**src/rtl/mq_pkg.sv**
```systemverilog
package mq_pkg;
  parameter int MQ_CHAN_W = 3;
  parameter int MQ_SUB_W  = 3;
  parameter int MQ_ADDR_W = 12;
  parameter int MQ_DATA_W = 32;

  typedef struct packed {
    logic [MQ_CHAN_W-1:0] chan;
    logic [MQ_SUB_W-1:0]  sub;
    logic [MQ_ADDR_W-1:0] addr;
    logic [MQ_DATA_W-1:0] data;
  } mq_entry_t;

  // Strobes from control to datapath
  typedef struct packed {
    logic pushMain;
    logic popMain;
    logic loadInj;
    logic popInj;
  } mq_strobe_t;
endpackage

```
**src/rtl/mq_dpath.sv**
```systemverilog
module mq_dpath
  import mq_pkg::*;
#(
  parameter int DEPTH = 32,
  localparam int AW = $clog2(DEPTH),
  localparam int PW = AW + 1
) (
  input  logic       clk,
  input  logic       rstN,
  input  mq_strobe_t stb,
  input  mq_entry_t  mainIn,
  input  mq_entry_t  injIn,
  output mq_entry_t  headEntry,
  output mq_entry_t  injEntry,
  output logic       full,
  output logic       empty,
  output logic       injFull,
  output logic [PW-1:0] wrG,
  output logic [PW-1:0] rdG
);
  mq_entry_t mem [DEPTH];
  mq_entry_t injReg;
  logic      injV;
  logic [PW-1:0] wrB, rdB;

  function automatic logic [PW-1:0] g2b(input logic [PW-1:0] g);
    logic [PW-1:0] b;
    b[PW-1] = g[PW-1];
    for (int i = PW-2; i >= 0; i--) b[i] = b[i+1] ^ g[i];
    return b;
  endfunction

  function automatic logic [PW-1:0] b2g(input logic [PW-1:0] b);
    return b ^ (b >> 1);
  endfunction

  assign wrB = g2b(wrG);
  assign rdB = g2b(rdG);

  always_ff @(posedge clk) begin
    if (!rstN) begin
      wrG <= '0;
      rdG <= '0;
    end else begin
      if (stb.pushMain) wrG <= b2g(wrB + 1'b1);
      if (stb.popMain)  rdG <= b2g(rdB + 1'b1);
    end
  end

  always_ff @(posedge clk) begin
    if (stb.pushMain) mem[wrB[AW-1:0]] <= mainIn;
  end

  always_ff @(posedge clk) begin
    if (!rstN) begin
      injV   <= 1'b0;
      injReg <= '0;
    end else if (stb.loadInj) begin
      injV   <= 1'b1;
      injReg <= injIn;
    end else if (stb.popInj) begin
      injV   <= 1'b0;
    end
  end

  assign headEntry = mem[rdB[AW-1:0]];
  assign injEntry  = injReg;
  assign injFull   = injV;
  assign empty     = (wrG == rdG);
  assign full      = (wrG == {~rdG[PW-1:PW-2], rdG[PW-3:0]});
endmodule

```
**src/rtl/mq_ctrl.sv**
```systemverilog
module mq_ctrl
  import mq_pkg::*;
(
  input  logic       clk,
  input  logic       rstN,
  input  logic       mainWrValid,
  input  logic [MQ_CHAN_W-1:0] mainWrChan,
  input  logic       injValid,
  input  logic       ctxReq,
  input  logic [MQ_CHAN_W-1:0] ctxChan,
  input  logic       errClear,
  input  logic       outReady,
  input  logic       full,
  input  logic       empty,
  input  logic       injFull,
  output mq_strobe_t stb,
  output logic [MQ_CHAN_W-1:0] activeChan,
  output logic       busy,
  output logic       chanErr,
  output logic       mainWrReady,
  output logic       injReady,
  output logic       outValid,
  output logic       outFromInj
);
  logic [MQ_CHAN_W-1:0] curChan, tgtChan;
  logic pending, errReg;
  logic mainAcc, chanHit, outPop;

  assign mainWrReady = !full && !pending;
  assign mainAcc     = mainWrValid && mainWrReady;
  assign chanHit     = (mainWrChan == curChan);
  assign injReady    = !injFull;
  assign outValid    = injFull || !empty;
  assign outFromInj  = injFull;
  assign outPop      = outValid && outReady;

  always_comb begin
    stb          = '0;
    stb.pushMain = mainAcc && chanHit;
    stb.loadInj  = injValid && !injFull;
    stb.popInj   = outPop && injFull;
    stb.popMain  = outPop && !injFull;
  end

  always_ff @(posedge clk) begin
    if (!rstN) begin
      curChan <= '0;
      tgtChan <= '0;
      pending <= 1'b0;
    end else if (pending) begin
      if (empty) begin
        curChan <= tgtChan;
        pending <= 1'b0;
      end
    end else if (ctxReq) begin
      tgtChan <= ctxChan;
      pending <= 1'b1;
    end
  end

  always_ff @(posedge clk) begin
    if (!rstN)                    errReg <= 1'b0;
    else if (mainAcc && !chanHit) errReg <= 1'b1;
    else if (errClear)            errReg <= 1'b0;
  end

  assign activeChan = curChan;
  assign busy       = pending;
  assign chanErr    = errReg;
endmodule

```
**src/rtl/mq_top.sv**
```systemverilog
module mq_top
  import mq_pkg::*;
#(
  parameter int DEPTH = 32,
  localparam int PW = $clog2(DEPTH) + 1
) (
  input  logic                 clk,
  input  logic                 rstN,
  input  logic                 mainWrValid,
  output logic                 mainWrReady,
  input  logic [MQ_CHAN_W-1:0] mainWrChan,
  input  logic [MQ_SUB_W-1:0]  mainWrSub,
  input  logic [MQ_ADDR_W-1:0] mainWrAddr,
  input  logic [MQ_DATA_W-1:0] mainWrData,
  input  logic                 injValid,
  output logic                 injReady,
  input  logic [MQ_SUB_W-1:0]  injSub,
  input  logic [MQ_ADDR_W-1:0] injAddr,
  input  logic [MQ_DATA_W-1:0] injData,
  input  logic                 ctxReq,
  input  logic [MQ_CHAN_W-1:0] ctxChan,
  output logic                 busy,
  output logic [MQ_CHAN_W-1:0] activeChan,
  input  logic                 errClear,
  output logic                 chanErr,
  output logic                 outValid,
  input  logic                 outReady,
  output logic                 outFromInj,
  output logic [MQ_CHAN_W-1:0] outChan,
  output logic [MQ_SUB_W-1:0]  outSub,
  output logic [MQ_ADDR_W-1:0] outAddr,
  output logic [MQ_DATA_W-1:0] outData,
  output logic                 full,
  output logic                 empty,
  output logic [PW-1:0]        wrIdxGray,
  output logic [PW-1:0]        rdIdxGray
);
  mq_strobe_t stb;
  mq_entry_t  mainIn, injIn, headEntry, injEntry, outEntry;
  logic       injFull;

  assign mainIn = '{chan: mainWrChan, sub: mainWrSub, addr: mainWrAddr, data: mainWrData};
  assign injIn  = '{chan: activeChan, sub: injSub, addr: injAddr, data: injData};

  mq_ctrl u_ctrl (
    .clk(clk), .rstN(rstN),
    .mainWrValid(mainWrValid), .mainWrChan(mainWrChan),
    .injValid(injValid), .ctxReq(ctxReq), .ctxChan(ctxChan),
    .errClear(errClear), .outReady(outReady),
    .full(full), .empty(empty), .injFull(injFull),
    .stb(stb), .activeChan(activeChan), .busy(busy), .chanErr(chanErr),
    .mainWrReady(mainWrReady), .injReady(injReady),
    .outValid(outValid), .outFromInj(outFromInj)
  );

  mq_dpath #(.DEPTH(DEPTH)) u_dpath (
    .clk(clk), .rstN(rstN), .stb(stb),
    .mainIn(mainIn), .injIn(injIn),
    .headEntry(headEntry), .injEntry(injEntry),
    .full(full), .empty(empty), .injFull(injFull),
    .wrG(wrIdxGray), .rdG(rdIdxGray)
  );

  assign outEntry = outFromInj ? injEntry : headEntry;
  assign outChan  = outEntry.chan;
  assign outSub   = outEntry.sub;
  assign outAddr  = outEntry.addr;
  assign outData  = outEntry.data;
endmodule

```
**config.mk**
```make
export PLATFORM = sky130hd
export DESIGN_NAME = mq_top
export DESIGN_NICKNAME = d
export VERILOG_FILES = /design/src/rtl/mq_pkg.sv /design/src/rtl/mq_dpath.sv /design/src/rtl/mq_ctrl.sv /design/src/rtl/mq_top.sv
export SDC_FILE = /design/constraint.sdc
export NUM_CORES = 2
export LEC_CHECK = 0
export BUFFER_PORTS_ARGS = -buffer_cell sky130_fd_sc_hd__buf_2
export CORE_ASPECT_RATIO = 2
export CORE_UTILIZATION = 35
export CTS_BUF_LIST = sky130_fd_sc_hd__clkbuf_8 sky130_fd_sc_hd__clkbuf_16
export DETAILED_ROUTE_END_ITERATION = 16
export GPL_ROUTABILITY_DRIVEN = 0
export GPL_TIMING_DRIVEN = 0
export PLACE_DENSITY = 0.55
export SETUP_SLACK_MARGIN = 0.3
export SYNTH_ARGS = -nofsm -noshare
export SYNTH_HDL_FRONTEND = slang
export SYNTH_SLANG_ARGS = --single-unit
```
**constraint.sdc**
```tcl
create_clock -name clk -period 5.8 [get_ports clk]
set_clock_uncertainty 0.1 [all_clocks]
set_input_delay 1.74 -clock clk [delete_from_list [all_inputs] [get_ports clk]]
set_output_delay 1.74 -clock clk [all_outputs]
set_load 0.01 [all_outputs]
```
==> impl_metrics.py <==
metrics = {
    "sta": {
        "finalWorstSetupSlack_ns": -1.16,
        "slew_headroom": 0.000188,
        "hold_ws_ns": 0.358,
        "timing.final.crit_period_ns": 6.96,
        "worst_pin_slew_ns": 1.50,
        "fmax_mhz": 144,
        "hold_violations": 0,
        "setup_viol": 50,
        "fin_crit_sh": 1.20,
        "slew_viol_final": 0,
        "rsz0062_at_grt": "true",
    },
    "synth": {
        "yosys_most_used_dff": "edfxtp_1",
        "synth_nets": 3807,
        "yosys.area.top_type": "edfxtp_1",
        "synth.cell_area_um2": 65800,
        "avgSynthCellArea_um2": 17.8,
        "synth-seq-area-share": 0.752,
        "yosys.area_share.simple": 0.0157,
        "synth-async-reset-ratio": 0,
        "ys_warn_count": 0,
        "synth-seq-cells": 1671,
        "synth_cell_type_count": 39,
        "synthMuxAreaShare": 0.123,
        "yosysTopAreaCellShare": 0.730,
        "synth_top_family_by_area": "multiplexers",
        "synth_compound_area_frac": 0.0837,
        "synth_area_leaders": "edfxtp_1 73%, mux2i_1 12%, a22oi_1 2.3%, dfxtp_1 2.2%, a22o_1 1.3%",
        "synthAdderAreaFrac": 0.00266,
        "synthXorXnorAreaFrac": 0.00373,
        "synthCells": 3686,
        "synth_edf_count": 1600,
    },
    "routing": {
        "drtIter0Drc": 3080,
        "drc": 0,
        "wl_mm": 221,
        "post_drt_wl_per_cell_um": 32.6,
        "dr.pass1.iters": 5,
        "antenna_left": 0,
        "vias_per_cell": 5.49,
        "dr_total_vias": 37268,
    },
    "placement": {
        "dp_cells": 6425,
        "port-buffer-count": 179,
        "dp_hpwl_mm": 148,
        "post-place-ws_ns": -2.13,
    },
    "setup_path": {
        "critPathMaxStageDelay_ns": 1.12,
        "r2r_slack_ns": 0.51,
        "crit_path_cell_trace": "xnor2_4 > inv_2 > ha_4 > buf_4 > nand2_1 > clkbuf_1 > o22ai_2 > o41ai_2 > buf_2",
        "cp.required_ns": 3.96,
        "cp_num_buf_inv": 4,
        "worst-endpoint-arrival_ns": 5.12,
        "cp_top_family": "buffers and inverters",
        "r2r-start": "u_dpath.wrG[5]",
        "slowest_stage": "clkbuf_1",
        "cp-end-kind": "output port",
        "critical_path.startpoint_type": "flip-flop",
        "rr_worst_depth": 13,
        "startpoint": "u_dpath.rdG[4]",
        "crit_type": "reg -> out",
        "cp.depth": 9,
        "path_max_fanout": 10,
    },
    "final_layout": {
        "final_nets": 4307,
        "area_delta_synth_final_pct": 23.0,
        "drive_above_1_share": 0.243,
        "final_cells": 6787,
        "utilization": 0.434,
    },
    "global_routing": {
        "grt_pass1_wl_mm": 299,
        "grt.total_usage": 0.229,
        "grt_overflow": 0,
        "grt_pass1_vias": 37764,
        "grt_max_degree": 34,
        "antenna_found_initial": 20,
    },
    "clock_network": {
        "clkLatencyLatePin_ns": 0.80,
        "cts_root_buf": "clkbuf_16",
        "tritoncts": "yes",
        "cts_hold_buf": 0,
        "cts_buffers": 155,
        "htreeDepth": 4,
        "path_clk_slew_ns": 0.07,
        "clock-sinks": 1671,
        "clockBufferDepth": 4,
    },
    "power": {
        "cellPowerDensity_nw_per_um2": 625,
        "peakVddDrop_v": 0.000694,
        "leakagePower_nw": 29.9,
    },
    "floorplan": {
        "die_w_um": 309,
        "initial_core_util": 0.353,
        "die_height_um": 615,
        "core_area_um2": 186000,
        "rows": 224,
        "io_pins": 180,
        "die_area_um2": 190000,
    },
    "outcome": {
        "outcome": "finished, violations left",
        "violations": "max-capacitance violations, negative setup slack",
    },
    "run": {
        "maxCapViolations": 2,
    },
    "min_path": {
        "min_path_cells": 2,
        "hold_start": "u_dpath.injEntry[35]",
        "hold_class": "reg -> reg",
    },
}
## cell type report
cell class	instances	area, um^2
Clock buffer	163	4030
Buffer	230	2240
Fill cell	16087	105000
Inverter	20	77.6
Tap cell	2486	3110
Sequential cell	1671	49500
Multi-Input combinational cell	1765	17000
Clock inverter	104	1070
Antenna cell	5	12.5
Timing Repair Buffer	343	3900
## final timing paths
check / end
worst max-delay path: outData[7]
worst min-delay path: u_dpath.injEntry[35]
worst max register to register: u_dpath.mem[11][0]
worst min register to register: u_dpath.injEntry[35]
## cell usage in the layout, fill, tap and decap left out, types with 8 or more instances in the layout
master        n
o22ai_1       9
buf_6        33
a221oi_4     19
inv_1        36
buf_2       182
a21oi_2      55
buf_16       43
bufinv_16    22
clkbuf_2     36
a22oi_1     143
a22o_1      100
a221oi_2     55
nor2_4       26
buf_8        20
nand2_1     174
a211oi_1      8
clkinv_2     21
buf_4        45
buf_1        13
xor2_1       12
o41ai_4      28
buf_12      113
a221oi_1     26
nor2_1       18
o41ai_2      22
clkinv_1     25
ha_1         10
a22oi_2      57
clkbuf_16   167
o22ai_2      37
xnor2_1      15
edfxtp_1   1600
a21oi_1      95
clkbuf_1     75
dfxtp_1      69
mux2i_1     799
## cells by family (layout without fill, tap and decap cells)
logic type | Yosys count | count (layout)
other | 0 | 5
flip-flops | 1671 | 1671
buffers and inverters | 250 | 860
AND/OR/NAND/NOR | 247 | 247
adder cells (fa/ha/maj) | 14 | 14
AO/OA/AOI/OAI | 668 | 668
XOR/XNOR | 28 | 28
multiplexers | 808 | 808
## power breakdown
| part | internal, mW | switching [mW] | total, mW |
|---|---|---|---|
| sequential | 13.3 | 0.0426 | 13.3 |
| clock | 6.02 | 4.56 | 10.6 |
| combinational | 11.7 | 15.0 | 26.7 |
## routing by layer
metal | part of all wire | track usage | up-vias
li1 | - | - | 15864
met2 | 0.52 | 0.411 | 1434
met4 | 0.069 | 0.144 | 16
met1 | 0.35 | 0.251 | 19407
met3 | 0.054 | 0.0336 | 547
met5 | 0.00042 | 0 | -
## synth_stat cells (5+ instances only)
library cell,instances
clkbuf_1,112
buf_4,11
and2_1,5
and4_1,6
a21oi_1,156
inv_1,18
a22o_1,100
o22ai_1,50
xnor2_1,16
a221oi_1,60
clkbuf_4,12
o41ai_2,50
nor2_1,44
nor2b_1,6
buf_6,21
a221oi_2,40
mux2i_1,808
nand3_1,5
buf_1,23
buf_2,48
nand2_1,174
a211oi_1,8
ha_1,14
dfxtp_1,71
a22oi_1,200
edfxtp_1,1600
xor2_1,12
## registers in the layout, indices dropped and copies added, names as in the netlist, named ones only
signal / flops
u_dpath.mem: 1600
u_dpath.injEntry: 50
u_dpath.rdG: 5
u_dpath.wrG: 5
u_ctrl.activeChan: 3
u_ctrl.tgtChan: 3
u_ctrl.busy: 1
u_ctrl.chanErr: 1
u_dpath.injFull: 1
## per-stage QoR
step | cell area [um^2] | TNS, ns | total power [mW]
2_1_floorplan | 65800 | 0 | 26.3
4_1_cts | 80100 | -45.36 | 49.7
6_report | 80900 | -43.38 | 50.6
3_5_place_dp | 71700 | -88.55 | 33.8
5_1_grt | 80900 | -48.94 | 52.0
3_3_place_gp | 69800 | -5657.99 | 33.7
## tightest hold or removal path: stages, from the launching register on
cell and delay [ns]:
dfxtp_1 0.31, nand2_1 0.05, a21oi_1 0.05
## what timing repair did
| action | 4_1_cts | 5_1_grt |
|---|---|---|
| endpoints found under the hold margin | 0 | 0 |
| cloned | 13 | 3 |
| endpoints found under the setup margin | 50 | 50 |
| pin swaps | 122 | 81 |
| setup buffers | 62 | 12 |
| resized for setup | 483 | 132 |
No activity file was read; power rests on OpenSTA's default activity.
